## config.mk

```make
export PLATFORM = sky130hd
export DESIGN_NAME = tick_timer
export DESIGN_NICKNAME = d
export VERILOG_FILES = /design/src/rtl/tick_pkg.sv /design/src/rtl/tick_decode.sv /design/src/rtl/tick_ctrl.sv /design/src/rtl/tick_count.sv /design/src/rtl/tick_rdmux.sv /design/src/rtl/tick_timer.sv
export SDC_FILE = /design/constraint.sdc
export NUM_CORES = 1
export LEC_CHECK = 0
export BUFFER_PORTS_ARGS = -buffer_cell sky130_fd_sc_hd__buf_4
export CORE_ASPECT_RATIO = 0.6
export CORE_UTILIZATION = 56
export DETAILED_ROUTE_END_ITERATION = 10
export GPL_ROUTABILITY_DRIVEN = 0
export GPL_TIMING_DRIVEN = 0
export PLACE_DENSITY = 0.8
export SYNTH_ARGS = -nofsm -noshare
export SYNTH_HDL_FRONTEND = slang
export SYNTH_HIERARCHICAL = 1
export SYNTH_SLANG_ARGS = --single-unit
```

## constraint.sdc

```tcl
create_clock -name clk -period 3.8 [get_ports clk]
set_clock_uncertainty 0.15 [all_clocks]
set_input_delay 0.38 -clock clk [delete_from_list [all_inputs] [get_ports clk]]
set_output_delay 0.38 -clock clk [all_outputs]
set_load 0.01 [all_outputs]
```

## src/rtl/tick_pkg.sv

```systemverilog
package tick_pkg;

  localparam int OFS_CTRL    = 'h10;
  localparam int OFS_RELOAD  = 'h14;
  localparam int OFS_CURRENT = 'h18;
  localparam int OFS_CALIB   = 'h1C;

  localparam int BIT_RUN   = 0;
  localparam int BIT_IEN   = 1;
  localparam int BIT_SRC   = 2;
  localparam int BIT_FLAG  = 16;
  localparam int CTRL_WBITS = 3;

  typedef enum logic [2:0] {
    SEL_NONE,
    SEL_CTRL,
    SEL_RELOAD,
    SEL_CURRENT,
    SEL_CALIB
  } reg_sel_e;

  typedef struct packed {
    logic src_core;
    logic irq_en;
    logic run;
  } ctrl_t;

endpackage

```

## src/rtl/tick_decode.sv

```systemverilog
module tick_decode
  import tick_pkg::*;
#(
  parameter int ADDR_W = 8
) (
  input  logic              bus_valid,
  input  logic              bus_write,
  input  logic [ADDR_W-1:0] bus_addr,
  output reg_sel_e          sel,
  output logic              wr_ctrl,
  output logic              wr_reload,
  output logic              wr_cur,
  output logic              rd_ctrl,
  output logic              rd_any
);

  always_comb begin
    unique case (bus_addr)
      ADDR_W'(OFS_CTRL):    sel = SEL_CTRL;
      ADDR_W'(OFS_RELOAD):  sel = SEL_RELOAD;
      ADDR_W'(OFS_CURRENT): sel = SEL_CURRENT;
      ADDR_W'(OFS_CALIB):   sel = SEL_CALIB;
      default:              sel = SEL_NONE;
    endcase
  end

  assign wr_ctrl   = bus_valid &  bus_write & (sel == SEL_CTRL);
  assign wr_reload = bus_valid &  bus_write & (sel == SEL_RELOAD);
  assign wr_cur    = bus_valid &  bus_write & (sel == SEL_CURRENT);
  assign rd_ctrl   = bus_valid & ~bus_write & (sel == SEL_CTRL);
  assign rd_any    = bus_valid & ~bus_write;

endmodule

```

## src/rtl/tick_ctrl.sv

```systemverilog
module tick_ctrl
  import tick_pkg::*;
(
  input  logic                  clk,
  input  logic                  rst,
  input  logic                  wr_ctrl,
  input  logic [CTRL_WBITS-1:0] wbits,
  input  logic                  rd_ctrl,
  input  logic                  wr_cur,
  input  logic                  fire,
  input  logic                  auto_stop,
  output ctrl_t                 ctrl_q,
  output logic                  flag_q
);

  // run bit: a bus write wins over the self-stop in the same cycle
  always_ff @(posedge clk) begin
    if (rst) begin
      ctrl_q <= '0;
    end else if (wr_ctrl) begin
      ctrl_q.run      <= wbits[BIT_RUN];
      ctrl_q.irq_en   <= wbits[BIT_IEN];
      ctrl_q.src_core <= wbits[BIT_SRC];
    end else if (auto_stop) begin
      ctrl_q.run <= 1'b0;
    end
  end

  // sticky wrap flag: a new wrap wins over any clear
  always_ff @(posedge clk) begin
    if (rst) begin
      flag_q <= 1'b0;
    end else if (fire) begin
      flag_q <= 1'b1;
    end else if (rd_ctrl || wr_cur) begin
      flag_q <= 1'b0;
    end
  end

endmodule

```

## src/rtl/tick_count.sv

```systemverilog
module tick_count #(
  parameter int CNT_W = 24
) (
  input  logic             clk,
  input  logic             rst,
  input  logic             wr_reload,
  input  logic             wr_cur,
  input  logic [CNT_W-1:0] wdata,
  input  logic             run,
  input  logic             src_core,
  input  logic             ref_tick_en,
  output logic [CNT_W-1:0] reload_q,
  output logic [CNT_W-1:0] cur_q,
  output logic             fire,
  output logic             auto_stop
);

  logic step;
  logic at_zero;
  logic at_one;
  logic reload_zero;

  assign step        = run & (src_core | ref_tick_en) & ~wr_cur;
  assign at_zero     = (cur_q == '0);
  assign at_one      = (cur_q == CNT_W'(1));
  assign reload_zero = (reload_q == '0);
  assign fire        = step & at_one;
  assign auto_stop   = step & at_zero & reload_zero;

  always_ff @(posedge clk) begin
    if (rst) begin
      reload_q <= '0;
    end else if (wr_reload) begin
      reload_q <= wdata;
    end
  end

  always_ff @(posedge clk) begin
    if (rst) begin
      cur_q <= '0;
    end else if (wr_cur) begin
      cur_q <= reload_q;
    end else if (step) begin
      if (at_zero) begin
        if (!reload_zero) begin
          cur_q <= reload_q;
        end
      end else begin
        cur_q <= cur_q - CNT_W'(1);
      end
    end
  end

endmodule

```

## src/rtl/tick_rdmux.sv

```systemverilog
module tick_rdmux
  import tick_pkg::*;
#(
  parameter int DATA_W    = 32,
  parameter int CNT_W     = 24,
  parameter int CALIB_VAL = 10000
) (
  input  logic              clk,
  input  logic              rst,
  input  logic              rd_any,
  input  reg_sel_e          sel,
  input  ctrl_t             ctrl_q,
  input  logic              flag_q,
  input  logic [CNT_W-1:0]  reload_q,
  input  logic [CNT_W-1:0]  cur_q,
  output logic [DATA_W-1:0] rdata_q,
  output logic              rvalid_q
);

  logic [DATA_W-1:0] rd_next;

  always_comb begin
    rd_next = '0;
    unique case (sel)
      SEL_CTRL: begin
        rd_next[BIT_RUN]  = ctrl_q.run;
        rd_next[BIT_IEN]  = ctrl_q.irq_en;
        rd_next[BIT_SRC]  = ctrl_q.src_core;
        rd_next[BIT_FLAG] = flag_q;
      end
      SEL_RELOAD:  rd_next[CNT_W-1:0] = reload_q;
      SEL_CURRENT: rd_next[CNT_W-1:0] = ctrl_q.run ? cur_q : '0;
      SEL_CALIB:   rd_next = DATA_W'(CALIB_VAL);
      default:     rd_next = '0;
    endcase
  end

  always_ff @(posedge clk) begin
    if (rst) begin
      rdata_q  <= '0;
      rvalid_q <= 1'b0;
    end else begin
      rvalid_q <= rd_any;
      if (rd_any) begin
        rdata_q <= rd_next;
      end
    end
  end

endmodule

```

## src/rtl/tick_timer.sv

```systemverilog
module tick_timer
  import tick_pkg::*;
#(
  parameter int ADDR_W    = 8,
  parameter int DATA_W    = 32,
  parameter int CNT_W     = 24,
  parameter int CALIB_VAL = 10000
) (
  input  logic              clk,
  input  logic              rst,
  input  logic              bus_valid,
  input  logic              bus_write,
  input  logic [ADDR_W-1:0] bus_addr,
  input  logic [DATA_W-1:0] bus_wdata,
  input  logic              ref_tick_en,
  output logic [DATA_W-1:0] bus_rdata,
  output logic              bus_rvalid,
  output logic              tick_irq
);

  reg_sel_e         sel;
  logic             wr_ctrl;
  logic             wr_reload;
  logic             wr_cur;
  logic             rd_ctrl;
  logic             rd_any;
  ctrl_t            ctrl_q;
  logic             flag_q;
  logic [CNT_W-1:0] reload_q;
  logic [CNT_W-1:0] cur_q;
  logic             fire;
  logic             auto_stop;
  logic             irq_q;
  logic             unused_wdata;

  assign unused_wdata = ^bus_wdata[DATA_W-1:CNT_W];

  tick_decode #(.ADDR_W(ADDR_W)) u_decode (
    .bus_valid (bus_valid),
    .bus_write (bus_write),
    .bus_addr  (bus_addr),
    .sel       (sel),
    .wr_ctrl   (wr_ctrl),
    .wr_reload (wr_reload),
    .wr_cur    (wr_cur),
    .rd_ctrl   (rd_ctrl),
    .rd_any    (rd_any)
  );

  tick_ctrl u_ctrl (
    .clk       (clk),
    .rst       (rst),
    .wr_ctrl   (wr_ctrl),
    .wbits     (bus_wdata[CTRL_WBITS-1:0]),
    .rd_ctrl   (rd_ctrl),
    .wr_cur    (wr_cur),
    .fire      (fire),
    .auto_stop (auto_stop),
    .ctrl_q    (ctrl_q),
    .flag_q    (flag_q)
  );

  tick_count #(.CNT_W(CNT_W)) u_count (
    .clk         (clk),
    .rst         (rst),
    .wr_reload   (wr_reload),
    .wr_cur      (wr_cur),
    .wdata       (bus_wdata[CNT_W-1:0]),
    .run         (ctrl_q.run),
    .src_core    (ctrl_q.src_core),
    .ref_tick_en (ref_tick_en),
    .reload_q    (reload_q),
    .cur_q       (cur_q),
    .fire        (fire),
    .auto_stop   (auto_stop)
  );

  tick_rdmux #(.DATA_W(DATA_W), .CNT_W(CNT_W), .CALIB_VAL(CALIB_VAL)) u_rdmux (
    .clk      (clk),
    .rst      (rst),
    .rd_any   (rd_any),
    .sel      (sel),
    .ctrl_q   (ctrl_q),
    .flag_q   (flag_q),
    .reload_q (reload_q),
    .cur_q    (cur_q),
    .rdata_q  (bus_rdata),
    .rvalid_q (bus_rvalid)
  );

  always_ff @(posedge clk) begin
    if (rst) begin
      irq_q <= 1'b0;
    end else begin
      irq_q <= fire & ctrl_q.irq_en;
    end
  end

  assign tick_irq = irq_q;

endmodule

```

; ---- Yosys cells after proc, flatten, opt, wreduce, memory -nomap -nowiden
; Cells that the tools add are included.
[totals]
rom_bits = 0
elab_cells = 56
ram_bits = 0
inputBits = 45
n_memories = 0
latch_bits = 0
regBits = 78
[op_classes]
n_bitwise = 15
n_mul = 0
muxes = 14
n_reduce_logical = 7
n_eq_ne = 10
shifts = 0
div = 0
addsub = 1
magnitude_cmp = 0
[op_table]
columns = op, count
row1 = 24-bit two-way mux, 5
row2 = 24-bit logical NOT, 2
row3 = 13-bit case mux with 3 select lines, 1
row4 = "8-bit by 5-bit == test with 1-bit output, second input constant", 4
row5 = "24-bit by 1-bit == test with 1-bit output, second input constant", 1
row6 = "24-bit by 1-bit subtractor with 24-bit output, second input constant", 1
row7 = 7-bit case mux with 2 select lines, 1
row8 = 1-bit AND, 12
row9 = 3-bit case mux with 4 select lines, 1
row10 = 3-bit case mux with 3 select lines, 1
row11 = "3-bit by 2-bit == test with 1-bit output, second input constant", 2
row12 = 2-bit nonzero test, 3
row13 = 1-bit two-way mux, 4
row14 = "3-bit by 1-bit == test with 1-bit output, second input constant", 1
row15 = "3-bit == test, second input constant", 1
row16 = "3-bit by 2-bit != test with 1-bit output, second input constant", 1
row17 = 1-bit case mux with 3 select lines, 1
row18 = 1-bit inverter, 2
row19 = 2-bit AND reduction, 1
row20 = 1-bit logical OR, 1
row21 = 1-bit bitwise OR, 1

; ---- Depth between registers and ports, before layout
; Gate-level depths: netlist of run 1.
[depth]
ltp_word = 10
depth_mapped = 10

; ---- Cells and area by module
; Netlist of run 1, hierarchy kept.
[by_module_without_submodules]
columns = mod, n_inst, cells_each, area_each_um2, seq_area_each_um2
row1 = tick_count, 1, 311, 2646.3, 960.9
row2 = tick_rdmux, 1, 157, 1386.3, 500.5
row3 = tick_ctrl, 1, 14, 142.6, 80.1
row4 = tick_decode, 1, 17, 103.8, 0.0
row5 = tick_timer, 1, 2, 28.8, 20.0

; ---- Worst setup path after synthesis of run 1
; Ideal clock, no wire load.
[synth_timing]
path_kind = input to register
start = input port bus_addr[1]
end = register u_count.cur_q[16]
setup_time_ps = 59
path_slack_ps = 912
arrival_ps = 2679
required_ps = 3591
cell_stages = 8
cell_sequence = or4b_1 -> buf_2 -> nor3_1 -> nor2_1 -> or2_0 -> or4_1 -> a21oi_1 -> a221o_1
[synth_via]
elab_chain_len = 8
elab_cells_between_ends = 13
classes_between = eq/ne (6) / mux (2) / bitwise (3) / reduce/logical (2)
[synth_lines]
columns = item, line_no
row1 = start: declaration, tick_timer.sv:13  ; input logic [ADDR_W-1:0] bus_addr,
row2 = 8-bit by 5-bit == test with 1-bit output, tick_decode.sv:18  ; unique case (bus_addr)
row3 = 3-bit case mux with 4 select lines *, tick_decode.sv:18
row4 = 3-bit by 2-bit == test with 1-bit output *, tick_decode.sv:29  ; assign wr_cur = bus_valid & bus_write & (sel == SEL_CURRENT);
row5 = 1-bit AND *, tick_decode.sv:29
row6 = named net wr_cur, tick_timer.sv:24  ; logic wr_cur;
row7 = 1-bit inverter, tick_count.sv:23  ; assign step = run & (src_core | ref_tick_en) & ~wr_cur;
row8 = 1-bit AND, tick_count.sv:23
row9 = 2-bit nonzero test (no source line), n/a
row10 = 2-bit AND reduction (no source line), n/a
row11 = end signal: assignment, tick_count.sv:42  ; cur_q <= reload_q;
row12 = end signal: assignment, tick_count.sv:46  ; cur_q <= reload_q;
row13 = end signal: assignment, tick_count.sv:49  ; cur_q <= cur_q - CNT_W'(1);
row14 = end: declaration, tick_count.sv:13  ; output logic [CNT_W-1:0] cur_q,
; Mark *: on every way through the listed nets, which the timed path passes. The rest lies on a longest branch.
; A chain may end at the register's enable or synchronous reset.

; ---- Final worst setup path of run 1
; Same ends and word-level chain as after synthesis.

==> results of run 1 <==
[metal layers]
| metal | up-vias | global-route usage [%] |
|---|---|---|
| li1 | 1958 | - |
| met1 | 2006 | 46.5 |
| met2 | 299 | 49.8 |
| met3 | 50 | 15.5 |
| met4 | 2 | 11.1 |
| met5 | - | 4.00 |
[flip-flops by register name, summed over array words and instances (netlist names)]
| signal | cells |
|---|---|
| u_count/cur_q | 24 |
| u_rdmux/rvalid_q | 1 |
| u_ctrl/ctrl_q | 3 |
| u_rdmux/rdata_q | 24 |
| u_ctrl/flag_q | 1 |
| tick_irq | 1 |
| u_count/reload_q | 24 |
[cell type report]
| type | count | area share, % |
|---|---|---|
| tap | 104 | 2.49 |
| sequential | 78 | 29.8 |
| inverter | 16 | 1.15 |
| buffer | 37 | 5.43 |
| multi-input combinational | 377 | 46.4 |
| clock buffer | 10 | 4.37 |
| timing repair buffer | 62 | 8.89 |
| clock inverter | 5 | 1.43 |
[worst max path at each step]
stage / startpoint / to / slack, ns
2_1_floorplan: bus_addr[1] / u_count/cur_q[16]$_SDFFE_PP0P_ / 0.91
3_3_place_gp: bus_addr[1] / u_count/cur_q[16]$_SDFFE_PP0P_ / 0.37
3_5_place_dp: bus_addr[1] / u_count/cur_q[16]$_SDFFE_PP0P_ / 0.33
4_1_cts: bus_addr[1] / u_count/cur_q[16]$_SDFFE_PP0P_ / 0.64
5_1_grt: bus_addr[1] / u_count/cur_q[16]$_SDFFE_PP0P_ / 0.40
6_report: bus_addr[1] / u_count/cur_q[16]$_SDFFE_PP0P_ / 0.57
[kinds of logic after synthesis]
family	count (synthesis)
simple gates	209
compound gates	129
flops	78
buf+inv	53
mux	27
fa+ha+maj	3
other cells	1
xor+xnor	1
[Yosys cell counts, drive strengths merged, types with 4 or more instances]
cell type / n / area [um2]
and2b: 6 / 45.0
mux2i: 26 / 260
or3: 5 / 32.5
nor2: 52 / 203
nand4: 4 / 40.0
a21o: 4 / 37.5
a21oi: 56 / 318
dfxtp: 78 / 1560
o32ai: 11 / 111
and2: 6 / 40.0
a211oi: 5 / 37.5
o21ai: 35 / 213
nor3: 17 / 101
inv: 16 / 60.1
clkbuf: 4 / 15.0
nor2b: 20 / 125
a31oi: 4 / 25.0
nor4: 19 / 149
or4: 6 / 45.0
nand2b: 6 / 37.5
and3: 7 / 48.8
nand3: 16 / 92.6
a221o: 5 / 50.1
buf: 33 / 269
nand2: 32 / 123
[power breakdown]
| group | switching (mW) | internal (mW) | total [mW] | leakage [nW] |
|---|---|---|---|---|
| Clock | 0.328 | 0.568 | 0.895 | 0.152 |
| Combinational | 0.0462 | 0.0448 | 0.0910 | 1.27 |
| Sequential | 0.00189 | 0.821 | 0.823 | 0.629 |
[worst max-delay path, delay by kind of cell]
family	cells	cell delay [ns]
compound gates	2	0.28
simple gates	5	2.44
buf+inv	2	0.27
==> parameters.txt, run 1 <==
Parameter                              Value

Floorplanning
  Core Region    0.00736 mm2
  Number of primary I/O pins    79
  Starting utilization of the core area    58.6%
  Area of the die    0.00806 mm2
  Die X-Extent    115 um
  Floorplan die height    69.9 um
  Row cnt    24

Worst setup path
  Worst Path Arrival    3.37 ns
  Largest stage delay, worst path    0.71 ns
  Worst Path Max Fanout    7
  Required time at the endpoint of the critical path    3.94 ns
  Number of cell instances on the worst register-to-register path    8
  Source of the worst register-to-register timing path    u_count/cur_q[11]$_SDFFE_PP0P_
  Worst reg2reg path endpoint    u_count/cur_q[8]$_SDFFE_PP0P_
  Worst R2R Setup Slack    1.20 ns
  Worst Setup End Kind    flop
  Type of element launching the critical path    input port
  Worst path cell trace    buf_4 -> or4b_1 -> buf_2 -> nor3_1 -> nor2_1 -> or2_0 -> or4_1 -> a21oi_1 -> a221o_1
  Worst setup path category    in2reg
  Cell at the slowest stage of the critical path    sky130_fd_sc_hd__nor3_1

Global route
  Number of antenna violations at the first check in global routing    0
  Global-route wire length before repair    21000 um
  GR Overflow Total    0
  Combined global-route utilization of all metal layers    34.9%
  Via count of the first global-routing pass    3903
  Largest net degree at the start of global routing    13

Clock tree
  Number of post-CTS setup repair buffers    0
  Clock tree root driver cell    sky130_fd_sc_hd__clkbuf_16
  Clock tree from TritonCTS    built
  Number of hold buffers added after cts    0
  Resize count post-CTS    0
  H-tree depth reported by CTS    3
  Clock Latency Late Sink    0.34 ns
  Number of buffers added by the clock tree synthesis step    9
  Clock transition time at the flip-flop clock pins of the worst setup and hold paths    0.06 ns
  Number of buffers between clock root and the deepest sink    2
  Clk sink count    78

Synth
  Parity-gate share of the synthesized area counting xor and xnor cells    0.203%
  Count of distinct cell types in the synthesized netlist    68
  Number of enable flip-flop cells after synthesis    0
  Dominant synthesized flop cell    sky130_fd_sc_hd__dfxtp_1
  Number of synthesized register bits    78
  Cell area after synthesis    0.00431 mm2
  Proportion of synthesized chip area in sequential cells    36.2%
  Avg Cell Area, Syn    8.60 um2
  Largest family of logic cells by synthesized area    simple AND/OR/NAND/NOR gates
  Compound-cell area share of the yosys netlist    20.5%
  Asr flop ratio synth    0%
  Number of instances in the synthesized netlist    501
  Proportion of synthesized area in mux cells    6.30%
  Number of warnings reported in the yosys synthesis log    6
  Adder-Cell Fraction of Synth Area    0.871%
  Synth Area in Simple Gates    27.8%

Power
  Worst ir drop on vdd    0.242 mV
  Power per Cell Area    346 mW/mm2
  Static leakage    2.05 nW
  Design Power    1.81 mW

Routing
  Total detailed-routing wirelength    13500 um
  Average wire per cell in the routed design    19.5 um
  Length of routed met2 wiring    5580 um
  DRC marker count from the first detailed-route iteration    546
  Per-cell via count in the routed design    6.26
  Met1 wire length    5640 um
  Detailed route wirelength on metal3    1870 um
  TritonRoute pass-1 iters    6
  Vias post-DR    4315
  Number of design rule violations left after detail routing    0
  Post-DRT Antenna Nets    0
  Top metal layer carrying routed signals    met5

Placement
  Placed cell count    674
  Quantity of I/O buffers inserted on ports    62
  Area after detailed placement    0.00493 mm2
  Post-detailed-placement half-perimeter wirelength    9790 um
  Setup WS pre-CTS    0.327 ns

Timing
  Slew HR    32.4%
  Least setup slack across all paths after layout    0.566 ns
  Crit share post-route    85.1%
  Max Transition Viols Final    0
  Final Setup Violations    0
  Least-Margin Pin Slew    1.00 ns
  Hold Slack    0.123 ns
  Fmax    309 MHz
  Unrepaired setup endpoints after global routing    no
  Crit path time final    3.23 ns
  Count of endpoints failing hold in the final timing report    0
  Post-route setup TNS    0 ns

Cells and area
  Antenna cells    0
  Most frequent cells in the layout    sky130_fd_sc_hd__dfxtp_1, sky130_fd_sc_hd__buf_4, sky130_fd_sc_hd__nor2_1
  Fin cells    689
  Synthesis-to-finish area growth    21.5%
  Most frequent standard cell in the layout excluding fill and tap cells    sky130_fd_sc_hd__dfxtp_1
  Share of cells above drive strength 1    24.4%
  Final design utilization    71.1%
  Footprint of the flip-flops and latches    0.00156 mm2
  Final Cell Area    0.00523 mm2
  Number of filler instances in the final layout    605
  Count of nets after finishing    629
  Combined area of the multi-input logic cells    0.00243 mm2

Run status
  Outcome    finished, final reports clean

Job
  Number of maximum-capacitance violations    0

Hold path
  End point of the most critical hold path    u_count/reload_q[23]$_SDFFE_PP0P_
  Number of stages on the worst hold path    3
  HP Class    in2reg
  Worst min-delay path startpoint    bus_wdata[23]
No activity file was read; power rests on OpenSTA's default activity.
==> run 2, diff against run 1 <==
- CORE_MARGIN: default -> 2
- REMOVE_ABC_BUFFERS: default -> 1
==> parameters.txt, run 2 (same netlist as run 1, synthesis figures left out) <==
Parameter                              Value

Clock tree
  Clock transition time at the flip-flop clock pins of the worst setup and hold paths    0.06 ns (about the same)
  Number of buffers added by the clock tree synthesis step    9 (unchanged)
  Number of hold buffers added after cts    0 (unchanged)
  Clock tree from TritonCTS    built
  Clock tree root driver cell    sky130_fd_sc_hd__clkbuf_16
  Number of post-CTS setup repair buffers    0 (unchanged)
  H-tree depth reported by CTS    3 (unchanged)
  Number of buffers between clock root and the deepest sink    2 (unchanged)
  Clock Latency Late Sink    0.34 ns (about the same)
  Clk sink count    78 (unchanged)

Worst setup path
  Required time at the endpoint of the critical path    3.88 ns (-0.06 ns)
  Worst setup path category    in2reg
  Worst Setup End Kind    flop
  Type of element launching the critical path    input port
  Worst Path Arrival    3.67 ns (+0.30 ns)
  Worst Path Max Fanout    11 (+4)

Cells and area
  Share of cells above drive strength 1    22.0% (-2.5 points)
  Largest registers    u_count/cur_q x24, u_count/reload_q x24, u_rdmux/rdata_q x24
  Count of nets after finishing    599 (-4.8%)
  Fin cells    659 (-4.4%)
  Final Cell Area    0.00501 mm2 (-4.3%)
  Most frequent cells in the layout    sky130_fd_sc_hd__dfxtp_1, sky130_fd_sc_hd__buf_4, sky130_fd_sc_hd__nor2_1
  Number of filler instances in the final layout    619 (+2.3%)
  Synthesis-to-finish area growth    16.3%
  Combined area of the multi-input logic cells    0.00244 mm2 (+0.57%)
  Footprint of the flip-flops and latches    0.00156 mm2 (unchanged)
  Most frequent standard cell in the layout excluding fill and tap cells    sky130_fd_sc_hd__dfxtp_1
  Antenna cells    0 (unchanged)

Floorplanning
  Die X-Extent    117 um (+1.7%)
  Row cnt    24 (unchanged)
  Starting utilization of the core area    58.6% (unchanged)
  Core Region    0.00736 mm2 (unchanged)
  Floorplan die height    71.9 um (+2.9%)
  Area of the die    0.00843 mm2 (+4.6%)
  Number of primary I/O pins    79 (unchanged)

Timing
  Crit share post-route    94.5% (+9.4 points)
  Crit path time final    3.59 ns (+0.357 ns)
  Final Setup Violations    0 (unchanged)
  Least-Margin Pin Slew    1.09 ns (+0.0834 ns)
  Max Transition Viols Final    0 (unchanged)
  Fmax    278 MHz (-9.9%)
  Least setup slack across all paths after layout    0.209 ns (-0.357 ns)
  Unrepaired setup endpoints after global routing    no
  Post-route setup TNS    0 ns (unchanged)
  Count of endpoints failing hold in the final timing report    0 (unchanged)
  Slew HR    26.9% (-5.5 points)

Placement
  Setup WS pre-CTS    -0.315 ns (-0.642 ns)
  Placed cell count    644 (-4.5%)
  Quantity of I/O buffers inserted on ports    62 (unchanged)
  Area after detailed placement    0.00473 mm2 (-4.0%)
  Post-detailed-placement half-perimeter wirelength    7990 um (-18%)

Global route
  GR Overflow Total    0 (unchanged)
  Combined global-route utilization of all metal layers    28.8% (-6.2 points)
  Via count of the first global-routing pass    3745 (-4.0%)
  Global-route wire length before repair    18600 um (-11%)
  Number of antenna violations at the first check in global routing    0 (unchanged)
  Largest net degree at the start of global routing    67 (+54)

Routing
  Per-cell via count in the routed design    6.15 (-1.7%)
  Total detailed-routing wirelength    11600 um (-14%)
  DRC marker count from the first detailed-route iteration    497 (-9.0%)
  Post-DRT Antenna Nets    0 (unchanged)
  TritonRoute pass-1 iters    5 (-1)
  Number of design rule violations left after detail routing    0 (unchanged)
  Average wire per cell in the routed design    17.5 um (-10%)
  Vias post-DR    4055 (-6.0%)

Job
  Number of maximum-capacitance violations    0 (unchanged)

Power
  Worst ir drop on vdd    0.283 mV (+17%)
  Design Power    1.69 mW (-6.9%)
  Power per Cell Area    337 mW/mm2 (-2.7%)
  Static leakage    1.90 nW (-7.0%)

Hold path
  HP Class    in2reg

Run status
  Outcome    finished, final reports clean
[run 2: critical path, cell delays in order]
cell and delay (ns):
sky130_fd_sc_hd__buf_4 0.11, sky130_fd_sc_hd__or4b_1 0.66, sky130_fd_sc_hd__nor3_1 0.93, sky130_fd_sc_hd__nor4_1 0.13, sky130_fd_sc_hd__nand4_1 0.15, sky130_fd_sc_hd__nor2_1 0.11, sky130_fd_sc_hd__a21oi_2 0.51, sky130_fd_sc_hd__nand2b_1 0.43
sky130_fd_sc_hd__o32ai_1 0.26
[run 2: routing by layer]
layer	global-route usage [%]	part of all wire [%]	vias to the layer above
li1	-	-	1898
met1	40.3	44	1888
met5	0	0	-
met2	42.1	42	238
met3	8.35	11	31
met4	10.8	2.2	0
[run 2: area by class of cell]
type	instances	area share, %
Clock buffer	14	5.27
Timing Repair Buffer	69	10.9
Multi-Input combinational cell	377	48.8
Sequential cell	78	31.2
Clock inverter	1	0.0999
Tap cell	104	2.60
Inverter	16	1.20
[run 2: final timing paths]
path	startpoint	to	slack, ns	cells after the start
max	bus_addr[1]	u_count/cur_q[20]$_SDFFE_PP0P_	0.21	9
min	bus_wdata[20]	u_count/reload_q[20]$_SDFFE_PP0P_	0.13	3
max reg2reg	u_count/cur_q[11]$_SDFFE_PP0P_	u_count/cur_q[5]$_SDFFE_PP0P_	1.11	7
min reg2reg	u_rdmux/rdata_q[15]$_SDFFE_PP0P_	u_rdmux/rdata_q[15]$_SDFFE_PP0P_	0.30	2
[run 2: where the power goes]
group          switching [mW]  internal (mW)
Combinational          0.0405         0.0360
Sequential            0.00176          0.822
Clock                   0.312          0.474
[run 2: metrics by stage]
stage | hold WS (ns) | utilization (%)
CTS | 0.118 | 68.1
floorplan | 0.296 | -
finish | 0.127 | 68.1
global placement | 0.290 | 63.1
global route | 0.146 | 68.1
detailed placement | 0.292 | 64.4
[run 2: timing repair]
action                     4_1_cts  5_1_grt
setup endpoints to repair        1        0
gates resized for setup          1        0
hold endpoints to repair         0        0
==> run 3, diff against run 2 <==
- ABC_AREA: default -> 1
- CELL_PAD_IN_SITES_DETAIL_PLACEMENT: default -> 1
- CELL_PAD_IN_SITES_GLOBAL_PLACEMENT: default -> 2
- CORE_UTILIZATION: 56 -> 30
- PLACE_DENSITY: 0.8 -> default
- PLACE_DENSITY_LB_ADDON: default -> 0.1
- REMOVE_ABC_BUFFERS: 1 -> default
==> parameters.txt, run 3 <==
Parameter                              Value

Global route
  Via count of the first global-routing pass    5006 (+34%)
  Number of antenna violations at the first check in global routing    0 (unchanged)
  Global-route track usage on met1    33.5% (-6.9 points)
  Global-route wire length before repair    27900 um (+50%)
  GRT Max-Usage Layer    met2
  GR Overflow Total    0 (unchanged)
  GR Util met3    3.80% (-4.6 points)
  Largest net degree at the start of global routing    15 (-78%)
  Met2 global-route usage    34.8% (-7.3 points)
  Combined global-route utilization of all metal layers    22.7% (-6.1 points)

Cells and area
  Most frequent cells in the layout    sky130_fd_sc_hd__nand2_1, sky130_fd_sc_hd__nor2_1, sky130_fd_sc_hd__dfxtp_1
  Synthesis-to-finish area growth    23.7%
  Largest registers    u_count/cur_q x24, u_count/reload_q x24, u_rdmux/rdata_q x24
  Count of nets after finishing    852 (+42%)
  Most frequent standard cell in the layout excluding fill and tap cells    sky130_fd_sc_hd__nand2_1
  Antenna cells    0 (unchanged)
  Share of cells above drive strength 1    18.0% (-3.9 points)

Floorplanning
  Core Region    0.0152 mm2 (+110%)
  Starting utilization of the core area    30.3% (-28 points)
  Row cnt    35 (+46%)
  Area of the die    0.0164 mm2 (+94%)
  Floorplan die height    100 um (+39%)
  Number of primary I/O pins    79 (unchanged)
  Die X-Extent    164 um (+40%)

Worst setup path
  Number of cell instances on the worst register-to-register path    11 (+4)
  Source of the worst register-to-register timing path    u_count/cur_q[1]$_SDFFE_PP0P_
  Worst Setup End Kind    flop
  Worst Path Arrival    2.55 ns (-1.12 ns)
  Worst setup path startpoint    bus_addr[4]
  Worst Path Max Fanout    10 (-1)
  Worst setup path category    in2reg
  Worst R2R Setup Slack    1.69 ns (+0.58 ns)
  Required time at the endpoint of the critical path    3.92 ns (+0.04 ns)
  Worst reg2reg path endpoint    u_count/cur_q[14]$_SDFFE_PP0P_
  Type of element launching the critical path    input port

Clock tree
  Number of buffers added by the clock tree synthesis step    9 (unchanged)
  Clock tree root driver cell    sky130_fd_sc_hd__clkbuf_16
  Clk sink count    78 (unchanged)
  Number of buffers between clock root and the deepest sink    2 (unchanged)
  Resize count post-CTS    0 (-1)
  Number of post-CTS setup repair buffers    0 (unchanged)
  Clock Latency Late Sink    0.34 ns (about the same)
  Clock transition time at the flip-flop clock pins of the worst setup and hold paths    0.06 ns (about the same)
  Number of hold buffers added after cts    0 (unchanged)
  Clock tree from TritonCTS    built
  H-tree depth reported by CTS    3 (unchanged)

Timing
  Crit path time final    2.43 ns (-1.16 ns)
  Final Setup Violations    0 (unchanged)
  Post-route setup TNS    0 ns (unchanged)
  Unrepaired setup endpoints after global routing    no
  Count of endpoints failing hold in the final timing report    0 (unchanged)
  Least-Margin Pin Slew    0.667 ns (-0.421 ns)
  Slew HR    55.1% (+28 points)
  Crit share post-route    63.9% (-31 points)
  Max Transition Viols Final    0 (unchanged)
  Fmax    412 MHz (+48%)

Run status
  Outcome    finished, final reports clean

Routing
  DRC marker count from the first detailed-route iteration    321 (-35%)
  Per-cell via count in the routed design    4.88 (-21%)
  Total detailed-routing wirelength    18000 um (+55%)
  Post-DRT Antenna Nets    0 (unchanged)
  Vias post-DR    4936 (+22%)
  Average wire per cell in the routed design    17.7 um (+1.2%)
  TritonRoute pass-1 iters    6 (+1)
  Number of design rule violations left after detail routing    0 (unchanged)

Synth
  Number of instances in the synthesized netlist    724 (+45%)
  Cell type with the largest total area after synthesis    sky130_fd_sc_hd__dfxtp_1
  Number of warnings reported in the yosys synthesis log    6 (unchanged)
  Dominant synthesized flop cell    sky130_fd_sc_hd__dfxtp_1
  Top cells by area, synth    sky130_fd_sc_hd__dfxtp_1, sky130_fd_sc_hd__nand2_1, sky130_fd_sc_hd__nor2_1
  Asr flop ratio synth    0% (unchanged)
  Number of enable flip-flop cells after synthesis    0 (unchanged)
  Count of distinct cell types in the synthesized netlist    34 (-50%)
  Proportion of synthesized chip area in sequential cells    33.9% (-2.4 points)
  Top cell types by occurrence after synthesis    sky130_fd_sc_hd__nand2_1, sky130_fd_sc_hd__nor2_1, sky130_fd_sc_hd__dfxtp_1, sky130_fd_sc_hd__inv_1, sky130_fd_sc_hd__a21oi_1
  Avg Cell Area, Syn    6.36 um2 (-26%)
  Post-synth top area share    33.9% (-2.4 points)
  Most instantiated library cell after synthesis    sky130_fd_sc_hd__nand2_1
  Number of synthesized register bits    78 (unchanged)
  Cell area after synthesis    0.00461 mm2 (+7.0%)

Hold path
  End point of the most critical hold path    u_count/reload_q[4]$_SDFFE_PP0P_
  Worst min-delay path startpoint    bus_wdata[4]
  HP Class    in2reg
  Number of stages on the worst hold path    3 (unchanged)

Placement
  Quantity of I/O buffers inserted on ports    62 (unchanged)
  Post-detailed-placement half-perimeter wirelength    14100 um (+76%)

Power
  Static leakage    2.73 nW (+44%)
  Power per Cell Area    344 mW/mm2 (+2.2%)
  Design Power    1.96 mW (+16%)
  Worst ir drop on vdd    0.258 mV (-8.8%)

Job
  Number of maximum-capacitance violations    0 (unchanged)
-- run 3: changes by cell type after synthesis, sizes merged, moves of 10 or more --
| cell | delta |
|---|---|
| clkbuf | +10 |
| nand2 | +184 |
| mux2i | -26 |
| nor2b | -20 |
| inv | +49 |
| nor2 | +82 |
| nor4 | -18 |
| nor3 | -14 |
| nand4 | +14 |
| o32ai | -11 |
| nand3 | +36 |
-- run 3: layout make-up --
type | count | area [um2]
fillers | 1970 | 9500
clock buffers | 9 | 225
well taps | 203 | 254
repair buffers | 62 | 465
clock inverters | 7 | 120
flip-flops and latches | 78 | 1560
inverters | 65 | 244
plain buffers | 38 | 262
multi-input cells | 550 | 2570
-- run 3: worst max-delay path, cell delays in order --
cell	delay [ns]
sky130_fd_sc_hd__buf_4	0.11
sky130_fd_sc_hd__inv_1	0.08
sky130_fd_sc_hd__nor2_4	0.05
sky130_fd_sc_hd__nand4_1	0.11
sky130_fd_sc_hd__nor2_1	0.14
sky130_fd_sc_hd__inv_1	0.21
sky130_fd_sc_hd__clkbuf_1	0.52
sky130_fd_sc_hd__nand3_1	0.15
sky130_fd_sc_hd__nor4_1	0.56
sky130_fd_sc_hd__inv_1	0.09
sky130_fd_sc_hd__a21oi_1	0.15
-- run 3: cells by family after synthesis --
family / count (synthesis) / share of synthesized area [%]
simple gates: 429 / 41.2
compound gates: 103 / 11.7
buf+inv: 103 / 11.0
flops: 78 / 33.9
xor+xnor: 7 / 1.33
fa+ha+maj: 3 / 0.815
other cells: 1 / 0.0814
-- run 3: report_power, final --
group / internal (mW) / total [mW] / switching, mW
logic: 0.0471 / 0.108 / 0.0604
clock network: 0.645 / 1.03 / 0.385
registers: 0.821 / 0.823 / 0.00215
total: 1.51 / 1.96 / 0.447
-- run 3: worst max path at each step --
stage / to / slack, ns / cells past startpoint
CTS: tick_irq$_SDFF_PP0_ / 1.34 / 11
detailed placement: tick_irq$_SDFF_PP0_ / 0.99 / 11
global placement: tick_irq$_SDFF_PP0_ / 0.95 / 11
finish: u_ctrl/flag_q$_SDFFE_PP0P_ / 1.37 / 11
global route: tick_irq$_SDFF_PP0_ / 1.14 / 11
floorplan: u_ctrl/flag_q$_SDFFE_PP0P_ / 1.94 / 10
-- run 3: metrics by stage --
stage               utilization, %  setup WS, ns  instance area [um2]  std cells  hold WS, ns
detailed placement            35.2         0.993                 5350        996        0.312
CTS                           37.5          1.34                 5700       1012        0.109
floorplan                        -          1.94                 4630        731        0.286
global route                  37.5          1.14                 5700       1012        0.115
global placement              35.2         0.951                 5350        996        0.311
finish                        37.5          1.37                 5700       1012        0.115
-- run 3: per-layer routing --
layer  share of wire [%]  up-vias
met5                   0        -
met3                 4.1       14
met4                0.80        0
met2                  42       87
li1                    -     2446
met1                  53     2389
